===== src/rtl/vpd_pkg.sv =====
package vpd_pkg;

  // Who owns the video output.
  typedef enum logic {
    MODE_INTERNAL = 1'b0,
    MODE_EXTERNAL = 1'b1
  } vpd_mode_e;

  localparam int unsigned RST_SYNC_STAGES = 2;

endpackage


===== src/rtl/vpd_rst_sync.sv =====
module vpd_rst_sync #(
  parameter int unsigned STAGES = 2
) (
  input  logic clk,
  input  logic rst_n,
  output logic rst_sync_n
);

  logic [STAGES-1:0] sync_q;
  logic [STAGES-1:0] sync_d;

  always_comb begin
    sync_d = {sync_q[STAGES-2:0], 1'b1};
  end

  always_ff @(posedge clk or negedge rst_n) begin
    if (!rst_n) begin
      sync_q <= '0;
    end else begin
      sync_q <= sync_d;
    end
  end

  assign rst_sync_n = sync_q[STAGES-1];

endmodule


===== src/rtl/vpd_level_cmp.sv =====
module vpd_level_cmp #(
  parameter int unsigned SAMPLE_W = 8,
  parameter int unsigned THRESH   = 20
) (
  input  logic [SAMPLE_W-1:0] sample_i,
  input  logic                sample_vld_i,
  output logic                hit_o
);

  localparam logic [SAMPLE_W-1:0] THR = SAMPLE_W'(THRESH);

  logic above;

  always_comb begin
    above = (sample_i > THR);
    hit_o = sample_vld_i & above;
  end

endmodule


===== src/rtl/vpd_timeout.sv =====
module vpd_timeout #(
  parameter int unsigned TIMEOUT_CYCLES = 65536
) (
  input  logic clk,
  input  logic rst_n,
  input  logic clr_i,
  output logic expire_o
);

  localparam int unsigned CNT_W = (TIMEOUT_CYCLES > 2) ? $clog2(TIMEOUT_CYCLES) : 1;
  localparam logic [CNT_W-1:0] LAST = CNT_W'(TIMEOUT_CYCLES - 1);

  logic [CNT_W-1:0] cnt_q;
  logic [CNT_W-1:0] cnt_d;
  logic             at_last;

  always_comb begin
    at_last  = (cnt_q == LAST);
    expire_o = at_last & ~clr_i;
    if (clr_i || at_last) begin
      cnt_d = '0;
    end else begin
      cnt_d = cnt_q + CNT_W'(1);
    end
  end

  always_ff @(posedge clk or negedge rst_n) begin
    if (!rst_n) begin
      cnt_q <= '0;
    end else begin
      cnt_q <= cnt_d;
    end
  end

endmodule


===== src/rtl/vpd_mode_ctrl.sv =====
module vpd_mode_ctrl
  import vpd_pkg::*;
(
  input  logic clk,
  input  logic rst_n,
  input  logic hit_i,
  input  logic expire_i,
  output logic gen_en_o,
  output logic sw_close_o
);

  vpd_mode_e mode_q;
  vpd_mode_e mode_d;
  logic      mode_en;

  always_comb begin
    mode_en = hit_i | expire_i;
    mode_d  = hit_i ? MODE_EXTERNAL : MODE_INTERNAL;
  end

  always_ff @(posedge clk or negedge rst_n) begin
    if (!rst_n) begin
      mode_q <= MODE_INTERNAL;
    end else if (mode_en) begin
      mode_q <= mode_d;
    end
  end

  assign gen_en_o   = (mode_q == MODE_INTERNAL);
  assign sw_close_o = (mode_q == MODE_INTERNAL);

endmodule


===== src/rtl/vpd_presence_det.sv =====
module vpd_presence_det
  import vpd_pkg::*;
#(
  parameter int unsigned SAMPLE_W       = 8,
  parameter int unsigned THRESH         = 20,
  parameter int unsigned TIMEOUT_CYCLES = 65536
) (
  input  logic                clk,
  input  logic                rst_n,
  input  logic [SAMPLE_W-1:0] sample_i,
  input  logic                sample_vld_i,
  output logic                gen_en_o,
  output logic                sw_close_o
);

  logic rst_sync_n;
  logic hit;
  logic expire;

  vpd_rst_sync #(
    .STAGES(RST_SYNC_STAGES)
  ) u_rst_sync (
    .clk       (clk),
    .rst_n     (rst_n),
    .rst_sync_n(rst_sync_n)
  );

  vpd_level_cmp #(
    .SAMPLE_W(SAMPLE_W),
    .THRESH  (THRESH)
  ) u_level_cmp (
    .sample_i    (sample_i),
    .sample_vld_i(sample_vld_i),
    .hit_o       (hit)
  );

  vpd_timeout #(
    .TIMEOUT_CYCLES(TIMEOUT_CYCLES)
  ) u_timeout (
    .clk     (clk),
    .rst_n   (rst_sync_n),
    .clr_i   (hit),
    .expire_o(expire)
  );

  vpd_mode_ctrl u_mode_ctrl (
    .clk       (clk),
    .rst_n     (rst_sync_n),
    .hit_i     (hit),
    .expire_i  (expire),
    .gen_en_o  (gen_en_o),
    .sw_close_o(sw_close_o)
  );

endmodule


===== config.mk =====
export PLATFORM = sky130hd
export DESIGN_NAME = vpd_presence_det
export DESIGN_NICKNAME = d
export VERILOG_FILES = /design/src/rtl/vpd_pkg.sv /design/src/rtl/vpd_rst_sync.sv /design/src/rtl/vpd_level_cmp.sv /design/src/rtl/vpd_timeout.sv /design/src/rtl/vpd_mode_ctrl.sv /design/src/rtl/vpd_presence_det.sv
export SDC_FILE = /design/constraint.sdc
export NUM_CORES = 1
export LEC_CHECK = 0
export ABC_AREA = 1
export BUFFER_PORTS_ARGS = -buffer_cell sky130_fd_sc_hd__buf_4
export CELL_PAD_IN_SITES_DETAIL_PLACEMENT = 1
export CELL_PAD_IN_SITES_GLOBAL_PLACEMENT = 2
export CORE_ASPECT_RATIO = 2
export CORE_MARGIN = 3
export CORE_UTILIZATION = 35
export CTS_CLUSTER_SIZE = 25
export DETAILED_ROUTE_END_ITERATION = 6
export PLACE_DENSITY = 0.8
export SLEW_MARGIN = 0
export SYNTH_ARGS = -nofsm -noshare
export SYNTH_HDL_FRONTEND = slang
export SYNTH_SLANG_ARGS = --single-unit
export TNS_END_PERCENT = 20

===== constraint.sdc =====
create_clock -name clk -period 1.5 [get_ports clk]
set_clock_uncertainty 0.2 [all_clocks]
set_input_delay 0.075 -clock clk [delete_from_list [all_inputs] [get_ports clk]]
set_output_delay 0.075 -clock clk [all_outputs]
set_load 0.02 [all_outputs]

==> metrics.md, run 1 <==
| Metric | Value |
|---|---|
| Crit path buffers/inverters | 1 |
| RSZ-0062 raised after global routing | yes |
| TritonCTS Buffers | 3 |
| CTS sink cnt | 19 |
| Wire per inst | 13.9 um |
| Leakage Power | 0.713 nW |
| Final Power | 1.02 mW |
| Mean post-synth cell area | 7.88 um^2 |
| Tcrit/Tclk final | 0.968 |
| Placed cells | 193 |
| CP Max Fanout | 4 |
| Maxcap violations | 0 |
| Antenna Nets Post-Route | 0 |
| WHS | -0.00731 ns |
| Vias in the first global route | 1093 |
| Post-layout net count | 186 |
| GR Overflow Total | 0 |
| Final Util | 0.480 |
| Starting Density | 0.369 |
| Clock Latency Late Sink | 0.26 ns |
| Sequential area share after synthesis | 0.428 |
| Largest net degree at the start of global routing | 18 |
| HPWL Detailed | 2260 um |
| Initial antenna violation count | 0 |
| Total number of vias | 979 |
| Unique masters post-synth | 22 |
| CP top delay family | simple AND/OR/NAND/NOR gates |
| Worst setup SP type | flip-flop |
| # DRC | 0 |
| Critical path class | flip-flop to flip-flop |
| H-Tree Depth | 1 |
| Setup WS post-layout | 0.0478 ns |
| # IOs | 13 |
| Fill count | 381 |
| Hold Vio Cnt, Final | 17 |
| Cell at the slowest stage of the critical path | dfrtp_1 |
| Core area | 3010 um^2 |
| Share of layout cells above drive strength 1 | 0.341 |
| Site row count | 28 |
| Clock transition at the registers of the reported paths | 0.08 ns |
| Vias/cell | 4.82 |
| RD Place Congestion | 0.753 |
| VDD IR max | 0.577 mV |
| Clk root buf | clkbuf_8 |
| CP arrival | 1.40 ns |
| Layout overhead on the synthesized area | 30.1% |
| Die area | 3930 um^2 |
| First DRT Iteration DRCs | 6 |
| All-Layer GR Usage | 0.169 |
| Worst Path Required | 1.45 ns |
| Post-Synthesis Cells | 141 |
| Outcome | finished with violations |
| Setup violations, final | 0 |
| Drt first pass iters | 4 |
| Maximum clock frequency | 689 MHz |
| Part of the power in combinational logic | 0.117 |
| Crit. End Element | flip-flop |
| CP most frequent cell | nand2_1 |
| Slew Viols, Final | 0 |
| Tmin final | 1.45 ns |
| Switch Pwr | 248 uW |
| Post-Syn Area | 1110 um^2 |
| Global-route wire length before repair | 4940 um |
| Critical Path, Cell by Cell | ha_2 > nand2_4 > nor2_8 > nand4_4 > buf_4 > nand2_1 > nand2_1 |
| TritonCTS clock tree | yes |
| Non-filler cells, final | 203 |
| R2R Setup Slk | 0.05 ns |
| CTS max path bufs | 2 |
| Place WS | -0.0638 ns |
| Pwr dens | 707 nW/um^2 |
| Syn_nets | 153 |
| Failing checks | hold timing |
| Total Wirelength | 2820 um |
| HP Class | flip-flop to asynchronous set/reset pin |
| Syn. warnings | 0 |
| Clock power frac | 0.356 |
| #FFs+latches synth | 19 |
| Chip height | 85.7 um |
| Internal power | 774 uW |
| Slowest cell delay on critical path | 0.36 ns |
| Net Sw Frac | 0.243 |
| Port bufs | 12 |
| Antenna Cells | 0 |
| Die X | 45.8 um |
| Flop pwr share | 0.528 |
[state kept, by name (all words and copies together), names as in the netlist]
| name | flops |
|---|---|
| u_timeout.cnt_q | 16 |
| u_mode_ctrl.mode_q | 1 |
| u_rst_sync.sync_q | 2 |
[cell usage after synthesis (all sizes together)]
| cell type | count | share of area |
|---|---|---|
| o21bai | 2 | 0.014 |
| a21o | 1 | 0.0079 |
| nand2 | 40 | 0.15 |
| nor2 | 36 | 0.17 |
| dfrtp | 19 | 0.43 |
| ha | 1 | 0.011 |
| xnor2 | 4 | 0.032 |
| inv | 19 | 0.064 |
| nand3 | 9 | 0.045 |
| conb | 1 | 0.0034 |
| nand4 | 3 | 0.030 |
| buf | 2 | 0.025 |
| xor2 | 3 | 0.024 |
| o21ai | 1 | 0.0045 |
[placed cells by master, fill, tap and decap left out]
master	instances
nand2_1	35
buf_4	27
inv_1	19
nor2_1	19
dfrtp_1	18
nor2_2	14
nand3_1	7
xnor2_1	4
nand2_2	3
xor2_1	3
clkbuf_8	3
nand3_2	2
nor2_4	2
nand4_1	2
o21bai_1	2
dlygate4sd3_1	2
nand2_4	1
nor2_8	1
nand4_4	1
nand2_8	1
o21ai_1	1
a21o_2	1
ha_2	1
clkbuf_1	1
buf_6	1
conb_1	1
dfrtp_2	1
[through the flow]
stage	setup TNS, ns	area (um^2)
after CTS	-0.00478	1400
after global placement	0	1300
final	0	1450
after detailed placement	-0.493	1300
after global routing	-0.0852	1450
after floorplan	0	1110
[logic make-up after synthesis]
logic type                 after synthesis  synth area share
adders and majority gates                1            0.0113
and+or+nand+nor                         88             0.387
xor gates and xnor gates                 7            0.0552
DFF                                     19             0.428
other                                    1           0.00338
buffers and inverters                   21            0.0890
AOI/OAI and AO/OA                        4            0.0259
[layer usage]
| metal | global-route usage | vias to the layer above | share of wire |
|---|---|---|---|
| met5 | 0 | - | 0 |
| met4 | 0.0415 | 0 | 0.0092 |
| met3 | 0.0189 | 4 | 0.015 |
| met2 | 0.314 | 12 | 0.61 |
| met1 | 0.191 | 477 | 0.36 |
| li1 | - | 486 | - |
[path summary, 6_finish.rpt]
path	depth (start not counted)	to	start
max in group asynchronous	3	u_rst_sync.sync_q[0]$_DFF_PN0_	rst_n
max reg2reg	7	u_mode_ctrl.mode_q$_DFFE_PN0P_	u_timeout.cnt_q[0]$_DFF_PN0_
min	1	u_timeout.cnt_q[12]$_DFF_PN0_	u_rst_sync.sync_q[1]$_DFF_PN0_
min in group clk	3	u_mode_ctrl.mode_q$_DFFE_PN0P_	sample_vld_i
max	7	u_mode_ctrl.mode_q$_DFFE_PN0P_	u_timeout.cnt_q[0]$_DFF_PN0_
min reg2reg	1	u_timeout.cnt_q[12]$_DFF_PN0_	u_rst_sync.sync_q[1]$_DFF_PN0_
[power by group through the flow]
stage	combinational (mW)	clock, mW	sequential, mW
floorplan	0.0541	0	0.554
global placement	0.0958	0	0.548
detailed placement	0.103	0	0.549
CTS	0.120	0.373	0.540
global route	0.132	0.393	0.541
finish	0.119	0.363	0.539
[area by class of cell]
class / instances / area [um^2] / area share
Tap cell: 30 / 37.5 / 0.0260
Inverter: 19 / 71.3 / 0.0494
Sequential cell: 19 / 477 / 0.330
Clock buffer: 4 / 45.0 / 0.0312
Timing Repair Buffer: 30 / 234 / 0.162
Multi-Input combinational cell: 101 / 581 / 0.402
[timing repair]
action	4_1_cts	5_1_grt
buffers inserted	1	3
pin swaps	5	4
resized for setup	6	8
hold buffers	2	0
hold endpoints to repair	2	0
endpoints found under the setup margin	16	17
(Power assumes the default switching activity.)
==> run 2, diff against run 1 <==
Settings changed: CORE_UTILIZATION 35 to 36, PLACE_DENSITY 0.8 to 0.82, SYNTH_HIERARCHICAL set to 1.
==> run 2 against run 1 <==
Effect of this change: the flow finishes with violations (setup timing); first-iteration DRC count increased by 67%; sequential share of layout area rose by 0.55 points; sequential cell count unchanged; clock power increased by 1%; worst setup slack worse by 0.086 ns; critical endpoint is now u_timeout/cnt_q[3]$_DFF_PN0_; highest routed layer unchanged.
==> metrics.md, run 2 <==
| Metric | Value |
|---|---|
| Drt first pass iters | 4 (unchanged) |
| Die area | 3840 um^2 (-2.2%) |
| CTS sink cnt | 19 (unchanged) |
| Worst Setup SP | u_timeout/cnt_q[0]$_DFF_PN0_ |
| Post-Synthesis Cells | 140 (-0.71%) |
| Clock Latency Late Sink | 0.26 ns (about the same) |
| Antenna Cells | 0 (unchanged) |
| Largest Register | u_timeout/cnt_q |
| Syn_nets | 152 (-0.65%) |
| Post-Syn Area | 1110 um^2 (+0.34%) |
| Synth area leader | dfrtp_1 |
| Hold Vio Cnt, Final | 0 (-17) |
| Worst Path Required | 1.45 ns (about the same) |
| Total Wirelength | 2640 um (-6.4%) |
| Site row count | 28 (unchanged) |
| Global-route wire length before repair | 4710 um (-4.8%) |
| Core area | 2980 um^2 (-1.2%) |
| Setup TNS | -0.443 ns (-0.443 ns) |
| RD Place Congestion | 0.695 (-7.7%) |
| Syn. warnings | 6 (+6) |
| Port bufs | 12 (unchanged) |
| Final Util | 0.476 (-0.00360) |
| Wire per inst | 13.4 um (-3.6%) |
| Unique masters post-synth | 22 (unchanged) |
| Number of synthesized flops with an enable pin | 0 (unchanged) |
| Setup violations, final | 16 (+16) |
| Antenna Nets Post-Route | 0 (unchanged) |
| Commonest non-fill, non-tap cells in the layout | nand2_1 (35), buf_4 (19), inv_1 (19), dfrtp_1 (19), nor2_1 (18) |
| Most common cell in the synthesized netlist | nand2_1 |
| Die X | 45.4 um (-1.1%) |
| R2R Path Start | u_timeout/cnt_q[0]$_DFF_PN0_ |
| Max FFs per register | 16 (unchanged) |
| Tcrit/Tclk final | 1.03 (+0.0573) |
| TritonCTS clock tree | yes |
| Slew Viols, Final | 0 (unchanged) |
| #FFs+latches synth | 19 (unchanged) |
| Place WS | -0.0725 ns (-0.00865 ns) |
| Failing checks | setup timing |
| CP arrival | 1.49 ns (+0.09 ns) |
| Crit. End Element | flip-flop |
| Ys async rst share | 1.00 (unchanged) |
| All-Layer GR Usage | 0.171 (+0.00137) |
| CTS max path bufs | 2 (unchanged) |
| Share of layout cells above drive strength 1 | 0.299 (-0.0416) |
| Mean post-synth cell area | 7.96 um^2 (+1.1%) |
| Leakage Power | 0.631 nW (-11%) |
| Total number of vias | 986 (+0.72%) |
| Initial antenna violation count | 0 (unchanged) |
| Sequential area share after synthesis | 0.426 (-0.00144) |
| # DRC | 0 (unchanged) |
| CP Max Fanout | 12 (+8) |
| Setup WS post-layout | -0.0381 ns (-0.0859 ns) |
| Maxcap violations | 0 (unchanged) |
| TritonCTS Buffers | 3 (unchanged) |
| Clock transition at the registers of the reported paths | 0.07 ns (about the same) |
| # IOs | 13 (unchanged) |
| H-Tree Depth | 1 (unchanged) |
| Clk root buf | clkbuf_8 |
| RSZ-0062 raised after global routing | yes |
| Fill count | 365 (-4.2%) |
| Tmin final | 1.54 ns (+0.0859 ns) |
| Yosys top cell area share | 0.426 (-0.00144) |
| Critical path class | flip-flop to flip-flop |
| Vias/cell | 5.01 (+3.8%) |
| Largest net degree at the start of global routing | 13 (-5) |
| Layout overhead on the synthesized area | 27.2% |
| Most common cell after layout, fill and taps aside | nand2_1 |
| VDD IR max | 0.608 mV (+5.2%) |
| Top post-synthesis cells by count | nand2_1 (36), nor2_1 (20), dfrtp_1 (19), inv_1 (19), nor2_2 (12) |
| Chip height | 84.7 um (-1.1%) |
| Pwr dens | 736 nW/um^2 (+4.1%) |
| Synth Flop Type | dfrtp_1 |
| Post-DP Area | 1310 um^2 (+0.48%) |
| Starting Density | 0.374 (+0.00560) |
| Biggest registers after layout | u_timeout/cnt_q x16, u_rst_sync/sync_q x2, u_mode_ctrl/mode_q x1 |
| Post-CTS Repair Setup Buffers | 0 (-1) |
| Vias in the first global route | 1092 (-0.091%) |
| HP Class | flip-flop to asynchronous set/reset pin |
| Fin area | 1420 um^2 (-1.9%) |
| Worst setup SP type | flip-flop |
| HPWL Detailed | 2110 um (-6.7%) |
| Placed cells | 189 (-2.1%) |
| Outcome | finished with violations |
| GR Overflow Total | 0 (unchanged) |
| Post-layout net count | 180 (-3.2%) |
| First DRT Iteration DRCs | 10 (+4) |
| Non-filler cells, final | 197 (-3.0%) |
| Maximum clock frequency | 650 MHz (-5.6%) |
| Synth area leaders | dfrtp_1 (43%), nand2_1 (12%), nor2_1 (6.7%) |
run 2: through the flow:
stage | total power, mW | hold slack [ns]
final | 1.04 | 0.0245
after floorplan | 0.611 | -0.421
after detailed placement | 0.676 | -0.340
after global routing | 1.09 | 0.0577
after CTS | 1.06 | 0.0336
after global placement | 0.667 | -0.341
run 2: final timing paths:
kind                                                  end  slack (ns)  cells after the start
setup / recovery             u_timeout/cnt_q[3]$_DFF_PN0_       -0.04                      7
hold / removal              u_timeout/cnt_q[14]$_DFF_PN0_        0.02                      1
setup reg to reg             u_timeout/cnt_q[3]$_DFF_PN0_       -0.04                      7
hold reg to reg             u_timeout/cnt_q[14]$_DFF_PN0_        0.02                      1
max in group asynchronous  u_mode_ctrl/mode_q$_DFFE_PN0P_        0.36                      1
min in group clk           u_mode_ctrl/mode_q$_DFFE_PN0P_        0.09                      8
run 2: repair_timing:
item,CTS,global route
resized for setup,4,2
hold endpoints to repair,8,0
hold buffers,4,0
setup endpoints to repair,17,17
run 2: cell families (layout without fill, tap and decap cells):
group,count (synthesis),after routing,synth area share
simple gates,86,86,0.377
buf+inv,22,49,0.0920
flops,19,19,0.426
xor+xnor,7,7,0.0550
compound gates,4,4,0.0348
fa+ha+maj,1,1,0.0112
other cells,1,1,0.00336
run 2: layer usage:
layer	GRT usage	up-vias	wire, um
met5	0	-	0
met1	0.167	483	942
li1	-	476	-
met3	0.0215	8	70
met4	0.0960	0	78
met2	0.314	19	1550
run 2: critical path: stages, from the launching register on:
cell      delay, ns
dfrtp_1        0.37
ha_2           0.22
nand3_4        0.10
inv_4          0.09
nand3_4        0.08
o21bai_4       0.16
buf_12         0.16
nor2_2         0.04
run 2: cell type report:
cell class	count	area, um^2	share of cell area
Clock buffer	4	45.0	0.0318
Tap cell	30	37.5	0.0265
Multi-Input combinational cell	99	559	0.395
Sequential cell	19	475	0.335
Timing Repair Buffer	25	223	0.157
Inverter	20	77.6	0.0547
run 2: report_power, final:
part,leakage (nW),internal [mW],switching (mW)
Sequential,0.253,0.527,0.0146
Clock,0.0228,0.190,0.179
Combinational,0.356,0.0730,0.0604
Total,0.631,0.789,0.254
==> run 3, diff against run 2 <==
==> constraint.sdc (replaced) <==
create_clock -name clk -period 1.5 [get_ports clk]
set_clock_uncertainty 0.2 [all_clocks]
set_input_delay 0.375 -clock clk [delete_from_list [all_inputs] [get_ports clk]]
set_output_delay 0.375 -clock clk [all_outputs]
set_load 0.02 [all_outputs]
==> run 3 against run 2 <==
Effect of this change: the run ends with hold timing left; worst setup slack improved by 0.049 ns; clock power shrank 4%; non-clock buffer count grew 18; sequential power down 1%; core utilization grew 5.1 points; power fell by 0.87%; global-route usage increased by 1.1 points; largest power group unchanged.
==> metrics.md, run 3 (same netlist as run 2, synthesis figures left out) <==
| Metric | Value |
|---|---|
| Outcome | finished with violations |
| Failing checks | hold timing |
| HP Class | flip-flop to asynchronous set/reset pin |
| Total number of vias | 1033 (+4.8%) |
| Clk root buf | clkbuf_8 |
| Layout overhead on the synthesized area | 40.7% |
| Critical path class | flip-flop to flip-flop |
| Worst setup SP type | flip-flop |
| Pwr dens | 659 nW/um^2 (-10%) |
| Core area | 2980 um^2 (unchanged) |
| Share of layout cells above drive strength 1 | 0.443 (+0.144) |
| Die area | 3840 um^2 (unchanged) |
| Flop pwr share | 0.517 (-0.002) |
| CTS max path bufs | 2 (unchanged) |
| Commonest non-fill, non-tap cells in the layout | buf_4 (39), nand2_1 (31), dfrtp_1 (19) |
| Die X | 45.4 um (unchanged) |
| CTS sink cnt | 19 (unchanged) |
| Antenna Cells | 0 (unchanged) |
| Clock transition at the registers of the reported paths | 0.07 ns (about the same) |
| Final Util | 0.527 (+0.0508) |
| WHS | -0.00434 ns (-0.0288 ns) |
| Internal power | 788 uW (-0.15%) |
| Leakage Power | 0.748 nW (+18%) |
| Most common cell after layout, fill and taps aside | buf_4 |
| Switch Pwr | 246 uW (-3.1%) |
| Largest net degree at the start of global routing | 18 (+5) |
| CP arrival | 1.44 ns (-0.05 ns) |
| Critical Path, Cell by Cell | ha_2 > nand3_2 > inv_2 > nand3_4 > buf_4 > nor3_2 > inv_1 > nand2_1 > nand2_1 |
| Maxcap violations | 0 (unchanged) |
| Post-layout net count | 198 (+10%) |
| Non-filler cells, final | 215 (+9.1%) |
| First DRT Iteration DRCs | 16 (+6) |
| Global-route wire length before repair | 5210 um (+11%) |
| RSZ-0062 raised after global routing | yes |
| Vias/cell | 4.80 (-4.0%) |
| TritonCTS Buffers | 3 (unchanged) |
| Setup violations, final | 0 (-16) |
| # IOs | 13 (unchanged) |
| Fin area | 1570 um^2 (+11%) |
| CP most frequent cell | nand2_1 |
| Vias in the first global route | 1190 (+9.0%) |
| Chip height | 84.7 um (unchanged) |
| Total Wirelength | 2850 um (+8.0%) |
| R2R Path Start | u_timeout/cnt_q[0]$_DFF_PN0_ |
| Final Power | 1.03 mW (-0.87%) |
| Reg-to-reg endpoint | u_mode_ctrl/mode_q$_DFFE_PN0P_ |
| Largest Register | u_timeout/cnt_q |
| Clock power frac | 0.343 (-0.010) |
| Hold Vio Cnt, Final | 17 (+17) |
| Wire per inst | 13.3 um (-1.1%) |
| VDD IR max | 0.489 mV (-20%) |
| H-Tree Depth | 1 (unchanged) |
| Part of the power in combinational logic | 0.140 (+0.012) |
| Tcrit/Tclk final | 0.993 (-0.0327) |
| Cell at the slowest stage of the critical path | dfrtp_1 |
| Placed cells | 203 (+7.4%) |
| Site row count | 28 (unchanged) |
| HPWL Detailed | 2190 um (+3.8%) |
| GR Overflow Total | 0 (unchanged) |
| All-Layer GR Usage | 0.182 (+0.0114) |
| Post-DP Area | 1390 um^2 (+6.1%) |
| Biggest registers after layout | u_timeout/cnt_q x16, u_rst_sync/sync_q x2, u_mode_ctrl/mode_q x1 |
| Worst Reg2Reg Path Length in Cells | 9 (+2) |
| Tmin final | 1.49 ns (-0.0491 ns) |
| Net Sw Frac | 0.238 (-0.00550) |
| Initial antenna violation count | 0 (unchanged) |
| Worst Path Required | 1.45 ns (about the same) |
| Crit. End Element | flip-flop |
| Antenna Nets Post-Route | 0 (unchanged) |
| TritonCTS clock tree | yes |
| Max FFs per register | 16 (unchanged) |
| Starting Density | 0.374 (unchanged) |
| RD Place Congestion | 0.769 (+11%) |
| R2R Setup Slk | 0.01 ns (+0.05 ns) |
| Maximum clock frequency | 672 MHz (+3.3%) |
| # DRC | 0 (unchanged) |
| Port bufs | 12 (unchanged) |
| Drt first pass iters | 4 (unchanged) |
| Slowest cell delay on critical path | 0.36 ns (about the same) |
| Clock Latency Late Sink | 0.25 ns (about the same) |
| Slew Viols, Final | 0 (unchanged) |
| CP Max Fanout | 2 (-10) |
[run 3: changes by cell type in the layout (fill, tap and decap cells not counted), moves of 2 or more]
cell / before / now
inv_2: 0 / 2
dlygate4sd3_1: 4 / 1
nor2_2: 13 / 15
buf_6: 0 / 2
nand2_2: 4 / 7
buf_4: 19 / 39
nor2_1: 18 / 16
nand2_1: 35 / 31
nand3_2: 0 / 2
[run 3: worst max path at each step]
stage                                             from                        endpoint  cells past startpoint
after floorplan           u_timeout/cnt_q[0]$_DFF_PN0_    u_timeout/cnt_q[2]$_DFF_PN0_                      7
after global placement                     sample_i[7]    u_timeout/cnt_q[9]$_DFF_PN0_                      8
after detailed placement                   sample_i[7]    u_timeout/cnt_q[9]$_DFF_PN0_                      8
after CTS                 u_timeout/cnt_q[0]$_DFF_PN0_  u_mode_ctrl/mode_q$_DFFE_PN0P_                      9
after global routing      u_timeout/cnt_q[0]$_DFF_PN0_   u_timeout/cnt_q[10]$_DFF_PN0_                      8
final                     u_timeout/cnt_q[0]$_DFF_PN0_  u_mode_ctrl/mode_q$_DFFE_PN0P_                      9
[run 3: final cells by class]
cell class	count	area [um^2]
Clock inverter	1	5.00
Timing Repair Buffer	43	345
Multi-Input combinational cell	99	589
Clock buffer	3	41.3
Fill cell	372	1410
Tap cell	30	37.5
Inverter	20	75.1
Sequential cell	19	475
[run 3: critical path, delay by kind of cell, from the launching register on]
kind          cells  cell delay [ns]
simple gates      5             0.34
buf+inv           3             0.29
flops             1             0.36
fa+ha+maj         1             0.20
[run 3: metal layers]
layer,part of all wire,vias to the layer above,routed length [um],track usage
met2,0.63,13,1790,0.348
met5,0,-,0,0
met3,0.015,4,44,0.0129
met4,0.016,0,46,0.0560
met1,0.34,508,974,0.195
li1,-,508,-,-
[run 3: power by group through the flow]
stage / clock [mW] / combinational, mW / sequential, mW
after global placement: 0 / 0.118 / 0.544
final: 0.355 / 0.145 / 0.535
after CTS: 0.368 / 0.140 / 0.535
after global routing: 0.396 / 0.164 / 0.536
after detailed placement: 0 / 0.125 / 0.545
after floorplan: 0 / 0.0578 / 0.554
[run 3: stage by stage]
step | setup TNS (ns) | setup WS (ns)
floorplan | -0.408 | -0.0429
finish | 0 | 0.0110
global route | -1.06 | -0.0934
global placement | -2.26 | -0.171
CTS | -0.0252 | -0.0171
detailed placement | -2.97 | -0.237
[run 3: timing repair]
item | in CTS | in global routing
endpoints found under the setup margin | 17 | 17
hold endpoints to repair | 2 | 0
hold buffers | 1 | 0
resized for setup | 8 | 10
setup buffers | 3 | 4
pin swaps | 3 | 10
